## src/rtl/phc_pkg.sv

```systemverilog
package phc_pkg;

  typedef enum logic [1:0] {
    PHC_TRACK = 2'd0,
    PHC_HOLD  = 2'd1,
    PHC_FREE  = 2'd2
  } phc_mode_e;

  typedef struct packed {
    logic pfd_rst;
    logic lv_tri;
    logic hv_tri;
    logic bias_en;
    logic hold_st;
    logic free_st;
  } phc_drv_t;

endpackage

```

## src/rtl/phc_trigger.sv

```systemverilog
module phc_trigger #(
  parameter int NREF  = 2,
  parameter int SEL_W = 1
) (
  input  logic             autoswitch_i,
  input  logic [NREF-1:0]  lost_i,
  input  logic [SEL_W-1:0] sel_i,
  output logic             trig_o
);

  logic sel_lost;
  logic all_lost;

  assign all_lost = &lost_i;

  generate
    if ((1 << SEL_W) == NREF) begin : g_full
      assign sel_lost = lost_i[sel_i];
    end else begin : g_guard
      always_comb begin
        sel_lost = 1'b0;
        for (int k = 0; k < NREF; k++)
          if (sel_i == SEL_W'(k)) sel_lost = lost_i[k];
      end
    end
  endgenerate

  // autoswitch needs every reference gone; otherwise only the active one matters
  assign trig_o = autoswitch_i ? all_lost : sel_lost;

endmodule

```

## src/rtl/phc_arbiter.sv

```systemverilog
module phc_arbiter
  import phc_pkg::*;
(
  input  logic      man_free_i,
  input  logic      man_hold_i,
  input  logic      auto_arm_i,
  input  logic      free_pick_i,
  input  logic      ext_i,
  input  logic      trig_i,
  output phc_mode_e mode_o,
  output logic      free_flag_o
);

  always_comb begin
    mode_o      = PHC_TRACK;
    free_flag_o = 1'b0;
    if (man_free_i) begin
      // internal loop cannot freerun: drive holdover, still report freerun
      mode_o      = ext_i ? PHC_FREE : PHC_HOLD;
      free_flag_o = 1'b1;
    end else if (man_hold_i) begin
      mode_o = PHC_HOLD;
    end else if (auto_arm_i && trig_i) begin
      if (!free_pick_i)  mode_o = PHC_HOLD;
      else if (ext_i)    mode_o = PHC_FREE;
    end
  end

endmodule

```

## src/rtl/phc_drive.sv

```systemverilog
module phc_drive
  import phc_pkg::*;
(
  input  logic      clk,
  input  logic      rst,
  input  phc_mode_e mode_i,
  input  logic      ext_i,
  input  logic      free_flag_i,
  output phc_drv_t  drv_o
);

  phc_drv_t nxt;

  always_comb begin
    nxt = '0;
    unique case (mode_i)
      PHC_HOLD: begin
        nxt.pfd_rst = 1'b1;
        nxt.hv_tri  = ext_i;
        nxt.lv_tri  = !ext_i;
        nxt.hold_st = 1'b1;
        nxt.free_st = free_flag_i;
      end
      PHC_FREE: begin
        nxt.pfd_rst = 1'b1;
        nxt.hv_tri  = 1'b1;
        nxt.bias_en = 1'b1;
        nxt.free_st = 1'b1;
      end
      default: nxt = '0;
    endcase
  end

  always_ff @(posedge clk) begin
    if (rst) drv_o <= '0;
    else     drv_o <= nxt;
  end

endmodule

```

## src/rtl/pll_hold_ctrl.sv

```systemverilog
module pll_hold_ctrl
  import phc_pkg::*;
#(
  parameter int CTRL_W    = 8,
  parameter int NREF      = 2,
  parameter int BIT_ASW   = 0,
  parameter int BIT_AHOLD = 1,
  parameter int BIT_FSEL  = 2,
  parameter int BIT_MHOLD = 6,
  parameter int BIT_MFREE = 7,
  localparam int SEL_W    = (NREF > 1) ? $clog2(NREF) : 1
) (
  input  logic              clk,
  input  logic              rst,
  input  logic [CTRL_W-1:0] ctrl_i,
  input  logic              ext_loop_i,
  input  logic [NREF-1:0]   ref_lost_i,
  input  logic [SEL_W-1:0]  ref_act_i,
  output logic              pfd_rst_o,
  output logic              lv_cp_tri_o,
  output logic              hv_cp_tri_o,
  output logic              mid_bias_en_o,
  output logic              hold_st_o,
  output logic              free_st_o
);

  logic      trig;
  logic      free_flag;
  phc_mode_e mode;
  phc_drv_t  drv;
  logic      ctrl_unused;

  assign ctrl_unused = ^ctrl_i;

  phc_trigger #(.NREF(NREF), .SEL_W(SEL_W)) u_trig (
    .autoswitch_i (ctrl_i[BIT_ASW]),
    .lost_i       (ref_lost_i),
    .sel_i        (ref_act_i),
    .trig_o       (trig)
  );

  phc_arbiter u_arb (
    .man_free_i  (ctrl_i[BIT_MFREE]),
    .man_hold_i  (ctrl_i[BIT_MHOLD]),
    .auto_arm_i  (ctrl_i[BIT_AHOLD]),
    .free_pick_i (ctrl_i[BIT_FSEL]),
    .ext_i       (ext_loop_i),
    .trig_i      (trig),
    .mode_o      (mode),
    .free_flag_o (free_flag)
  );

  phc_drive u_drv (
    .clk         (clk),
    .rst         (rst),
    .mode_i      (mode),
    .ext_i       (ext_loop_i),
    .free_flag_i (free_flag),
    .drv_o       (drv)
  );

  assign pfd_rst_o     = drv.pfd_rst;
  assign lv_cp_tri_o   = drv.lv_tri;
  assign hv_cp_tri_o   = drv.hv_tri;
  assign mid_bias_en_o = drv.bias_en;
  assign hold_st_o     = drv.hold_st;
  assign free_st_o     = drv.free_st;

endmodule

```

## config.mk

```make
export PLATFORM = sky130hd
export DESIGN_NAME = pll_hold_ctrl
export DESIGN_NICKNAME = d
export VERILOG_FILES = /design/src/rtl/phc_pkg.sv /design/src/rtl/phc_trigger.sv /design/src/rtl/phc_arbiter.sv /design/src/rtl/phc_drive.sv /design/src/rtl/pll_hold_ctrl.sv
export SDC_FILE = /design/constraint.sdc
export NUM_CORES = 1
export LEC_CHECK = 0
export BUFFER_PORTS_ARGS = -buffer_cell sky130_fd_sc_hd__buf_2
export CAP_MARGIN = 25
export CORE_AREA = 2 2 39 41
export CTS_CLUSTER_SIZE = 28
export DETAILED_ROUTE_END_ITERATION = 10
export DIE_AREA = 0 0 41 43
export PLACE_DENSITY = 0.57
export SETUP_SLACK_MARGIN = 0.2
export SLEW_MARGIN = 20
export SYNTH_ARGS = -nofsm -noshare
export SYNTH_HDL_FRONTEND = slang
export SYNTH_HIERARCHICAL = 1
export SYNTH_SLANG_ARGS = --single-unit
```

## constraint.sdc

```tcl
create_clock -name clk -period 1.8 [get_ports clk]
set_input_delay 0.36 -clock clk [delete_from_list [all_inputs] [get_ports clk]]
set_output_delay 0.36 -clock clk [all_outputs]
set_load 0.01 [all_outputs]
```

==> run_summary.xml <==
<?xml version="1.0" encoding="UTF-8"?>
<metrics>
  <group name="global_routing">
    <metric name="overall_track_demand_over_capacity_in_global_routing" unit="%">7.415</metric>
    <metric name="grt_pass1_vias" unit="">206</metric>
    <metric name="antenna_found_initial" unit="">0</metric>
    <metric name="grt_start_max_net_pins" unit="">7</metric>
    <metric name="grt.overflow.total" unit="">0</metric>
    <metric name="grt_first_pass_wirelength" unit="um">786</metric>
  </group>
  <group name="layout">
    <metric name="largestRegisters" unit="">u_drv/drv_o (6)</metric>
    <metric name="largest_register_ff_count" unit="">6</metric>
    <metric name="insertedDiodeCount" unit="">0</metric>
    <metric name="final_cells" unit="">64</metric>
    <metric name="largest_register" unit="">u_drv/drv_o</metric>
    <metric name="post_route_cells_drive_above_1_share" unit="%">45.83</metric>
    <metric name="final.fill_count" unit="">142</metric>
    <metric name="layout.cell_area.non_filler" unit="um^2">417.9</metric>
    <metric name="area_growth" unit="%">43.97</metric>
    <metric name="finish.utilization" unit="%">30.20</metric>
    <metric name="nNetsFinal" unit="">68</metric>
  </group>
  <group name="place">
    <metric name="detailedPlace.worstSlack" unit="ns">0.05626</metric>
    <metric name="finalWeightedCongestion" unit="">0.6608</metric>
    <metric name="detailed_place.area" unit="um^2">390.4</metric>
    <metric name="dp.cells" unit="">61</metric>
    <metric name="detailedPlacementHpwl" unit="um">459.5</metric>
    <metric name="port_buffers" unit="">16</metric>
  </group>
  <group name="die">
    <metric name="ios" unit="">20</metric>
    <metric name="rows" unit="">14</metric>
    <metric name="die_w" unit="um">41</metric>
    <metric name="die_area" unit="mm^2">0.001763</metric>
    <metric name="fp.dieH" unit="um">43</metric>
    <metric name="floorplan.initialDensity" unit="%">20.98</metric>
    <metric name="floorplan.core_area" unit="mm^2">0.001384</metric>
  </group>
  <group name="hold_path">
    <metric name="hold_start" unit="">ext_loop_i</metric>
    <metric name="min_delay_worst_endpoint" unit="">u_drv/drv_o[4]</metric>
    <metric name="whs_path_depth" unit="">2</metric>
    <metric name="hold_class" unit="">input port to flip-flop</metric>
  </group>
  <group name="clocking">
    <metric name="clock-root-buffer" unit="">sky130_fd_sc_hd__clkbuf_4</metric>
    <metric name="clock_pin_slew_reported_for_the_worst_setup_and_hold_paths_after_clock_tree_synthesis" unit="ns">0.04</metric>
    <metric name="tritoncts_clock_tree" unit="">yes</metric>
    <metric name="tritoncts_num_sinks" unit="">6</metric>
    <metric name="ctsHtreeMaxLevel" unit="">1</metric>
    <metric name="maximum_clock_path_buffer_count" unit="">2</metric>
    <metric name="cts_made_buffers" unit="">3</metric>
    <metric name="post_cts_hold_buffer_count" unit="">0</metric>
  </group>
  <group name="sta">
    <metric name="fin_worst_hold_slack" unit="ns">0.3485</metric>
    <metric name="setup_viol" unit="">0</metric>
    <metric name="finalWorstPathRequiredPeriod" unit="ns">1.464</metric>
    <metric name="rsz0062_at_grt" unit="">false</metric>
    <metric name="slew_violations" unit="">0</metric>
    <metric name="maxSlewHeadroom" unit="%">88.72</metric>
    <metric name="setup_ws" unit="ns">0.3359</metric>
    <metric name="tightest_slew" unit="ns">0.1692</metric>
    <metric name="final_min_period_over_clock_period" unit="%">81.34</metric>
    <metric name="final-hold-violation-count" unit="">0</metric>
    <metric name="timing.setup.tns" unit="ns">0</metric>
    <metric name="fmax" unit="MHz">683.0</metric>
  </group>
  <group name="logic_synthesis">
    <metric name="synthesis.area" unit="um^2">290.3</metric>
    <metric name="syn-instance-count" unit="">29</metric>
    <metric name="ys_seq_elements" unit="">6</metric>
    <metric name="synth_warnings" unit="">6</metric>
    <metric name="synthDistinctLibCells" unit="">16</metric>
    <metric name="synth_fp_nets" unit="">47</metric>
    <metric name="avg_inst_size_synth" unit="um^2">10.01</metric>
    <metric name="synth.yosys.seq_area_share" unit="%">41.38</metric>
  </group>
  <group name="setup_path">
    <metric name="required_time_of_the_worst_setup_path" unit="ns">1.96</metric>
    <metric name="crit_type" unit="">input port to flip-flop</metric>
    <metric name="critical_path.max_fanout" unit="">3</metric>
    <metric name="worstPathArrival" unit="ns">1.63</metric>
    <metric name="endpoint_kind" unit="">flip-flop</metric>
    <metric name="critPathLaunchType" unit="">input port</metric>
  </group>
  <group name="route">
    <metric name="route.vias.total" unit="">275</metric>
    <metric name="route.detailed.wl_per_inst" unit="um">8.828</metric>
    <metric name="drt-initial-drc-count" unit="">10</metric>
    <metric name="detail_route.drc_violations" unit="">0</metric>
    <metric name="routed_wirelength" unit="um">565</metric>
    <metric name="drt_first_pass_iters" unit="">4</metric>
    <metric name="ant_nets" unit="">0</metric>
    <metric name="detail_route.vias_per_cell" unit="">4.297</metric>
  </group>
  <group name="run_status">
    <metric name="status" unit="">finished, final reports clean</metric>
  </group>
  <group name="flow_run">
    <metric name="drv.max_cap_violation_count" unit="">0</metric>
  </group>
  <group name="pwr">
    <metric name="power_leakage" unit="nW">0.2138</metric>
    <metric name="vdd_drop_max" unit="mV">0.1359</metric>
    <metric name="post-layout-total-power" unit="uW">325.4</metric>
    <metric name="power-per-cell-area" unit="mW/mm^2">778.8</metric>
  </group>
</metrics>
[per-layer routing]
metal,GRT usage (%),part of all wire (%)
met1,8.307,44
met5,0,0
met3,3.141,12
met2,8.438,43
met4,10.00,1.8
[cell type report]
type | instances | area [um^2] | share of cell area (%)
clock buffer | 3 | 22.52 | 5.389
inverter | 2 | 7.507 | 1.796
multi-input combinational | 20 | 160.2 | 38.32
sequential | 6 | 120.1 | 28.74
tap | 16 | 20.02 | 4.790
timing repair buffer | 17 | 87.58 | 20.96
[how the worst max path moves through the flow]
stage	from	endpoint	depth (start not counted)
final	ref_act_i	u_drv/drv_o[0]	8
after detailed placement	ref_act_i	u_drv/drv_o[0]	8
after CTS	ref_act_i	u_drv/drv_o[0]	8
after global placement	ref_act_i	u_drv/drv_o[3]	8
after floorplan	ref_act_i	u_drv/drv_o[0]	7
after global routing	ref_act_i	u_drv/drv_o[3]	8
[layout by cell type (no fill, tap or decap)]
cell type,netlist,final
sky130_fd_sc_hd__ha_1,4,4
sky130_fd_sc_hd__nand2_1,1,1
sky130_fd_sc_hd__buf_2,0,16
sky130_fd_sc_hd__nor3_1,2,2
sky130_fd_sc_hd__nor2_1,2,2
sky130_fd_sc_hd__o2bb2ai_1,1,1
sky130_fd_sc_hd__nand3b_1,1,1
sky130_fd_sc_hd__inv_1,2,2
sky130_fd_sc_hd__o21a_1,1,1
sky130_fd_sc_hd__nor2b_1,2,2
sky130_fd_sc_hd__and4b_1,1,1
sky130_fd_sc_hd__a22oi_2,0,1
sky130_fd_sc_hd__nor3b_2,1,1
sky130_fd_sc_hd__o21bai_1,1,1
sky130_fd_sc_hd__buf_4,1,1
sky130_fd_sc_hd__dfxtp_1,6,6
sky130_fd_sc_hd__a21oi_1,2,2
sky130_fd_sc_hd__clkbuf_4,0,3
[critical path, cell delays in order]
cell                        delay, ns
sky130_fd_sc_hd__buf_2           0.11
sky130_fd_sc_hd__o21bai_1        0.13
sky130_fd_sc_hd__o2bb2ai_1       0.15
sky130_fd_sc_hd__nand3b_1        0.12
sky130_fd_sc_hd__a22oi_2         0.16
sky130_fd_sc_hd__inv_1           0.08
sky130_fd_sc_hd__ha_1            0.33
sky130_fd_sc_hd__nor3_1          0.18
[cells by family (layout without fill, tap and decap cells)]
kind of cell,after synthesis,in the layout,synth area share (%)
flops,6,6,41.38
simple gates,10,10,21.98
compound gates,6,6,14.23
fa+ha+maj,4,4,17.24
buf+inv,3,22,5.174
[cell usage after synthesis]
cell                        instances  area (um^2)
sky130_fd_sc_hd__a21oi_1            2        10.01
sky130_fd_sc_hd__a22oi_1            1        7.510
sky130_fd_sc_hd__and4b_1            1        10.01
sky130_fd_sc_hd__buf_4              1        7.510
sky130_fd_sc_hd__dfxtp_1            6        120.1
sky130_fd_sc_hd__ha_1               4        50.05
sky130_fd_sc_hd__inv_1              2        7.510
sky130_fd_sc_hd__nand2_1            1        3.750
sky130_fd_sc_hd__nand3b_1           1        7.510
sky130_fd_sc_hd__nor2_1             2        7.510
sky130_fd_sc_hd__nor2b_1            2        12.51
sky130_fd_sc_hd__nor3_1             2        10.01
sky130_fd_sc_hd__nor3b_2            1        12.51
sky130_fd_sc_hd__o21a_1             1        7.510
sky130_fd_sc_hd__o21bai_1           1        7.510
sky130_fd_sc_hd__o2bb2ai_1          1        8.760
[timing repair]
action                                  CTS  global route
endpoints found under the setup margin    0             2
gates resized for setup                   0             1
setup buffers                             0             0
[report_power, final]
part	internal, mW	switching [mW]
combinational	0.0305	0.0308
clock	0.0752	0.0457
sequential	0.142	0.00166
Note: power is estimated with default switching activity, not from simulation.
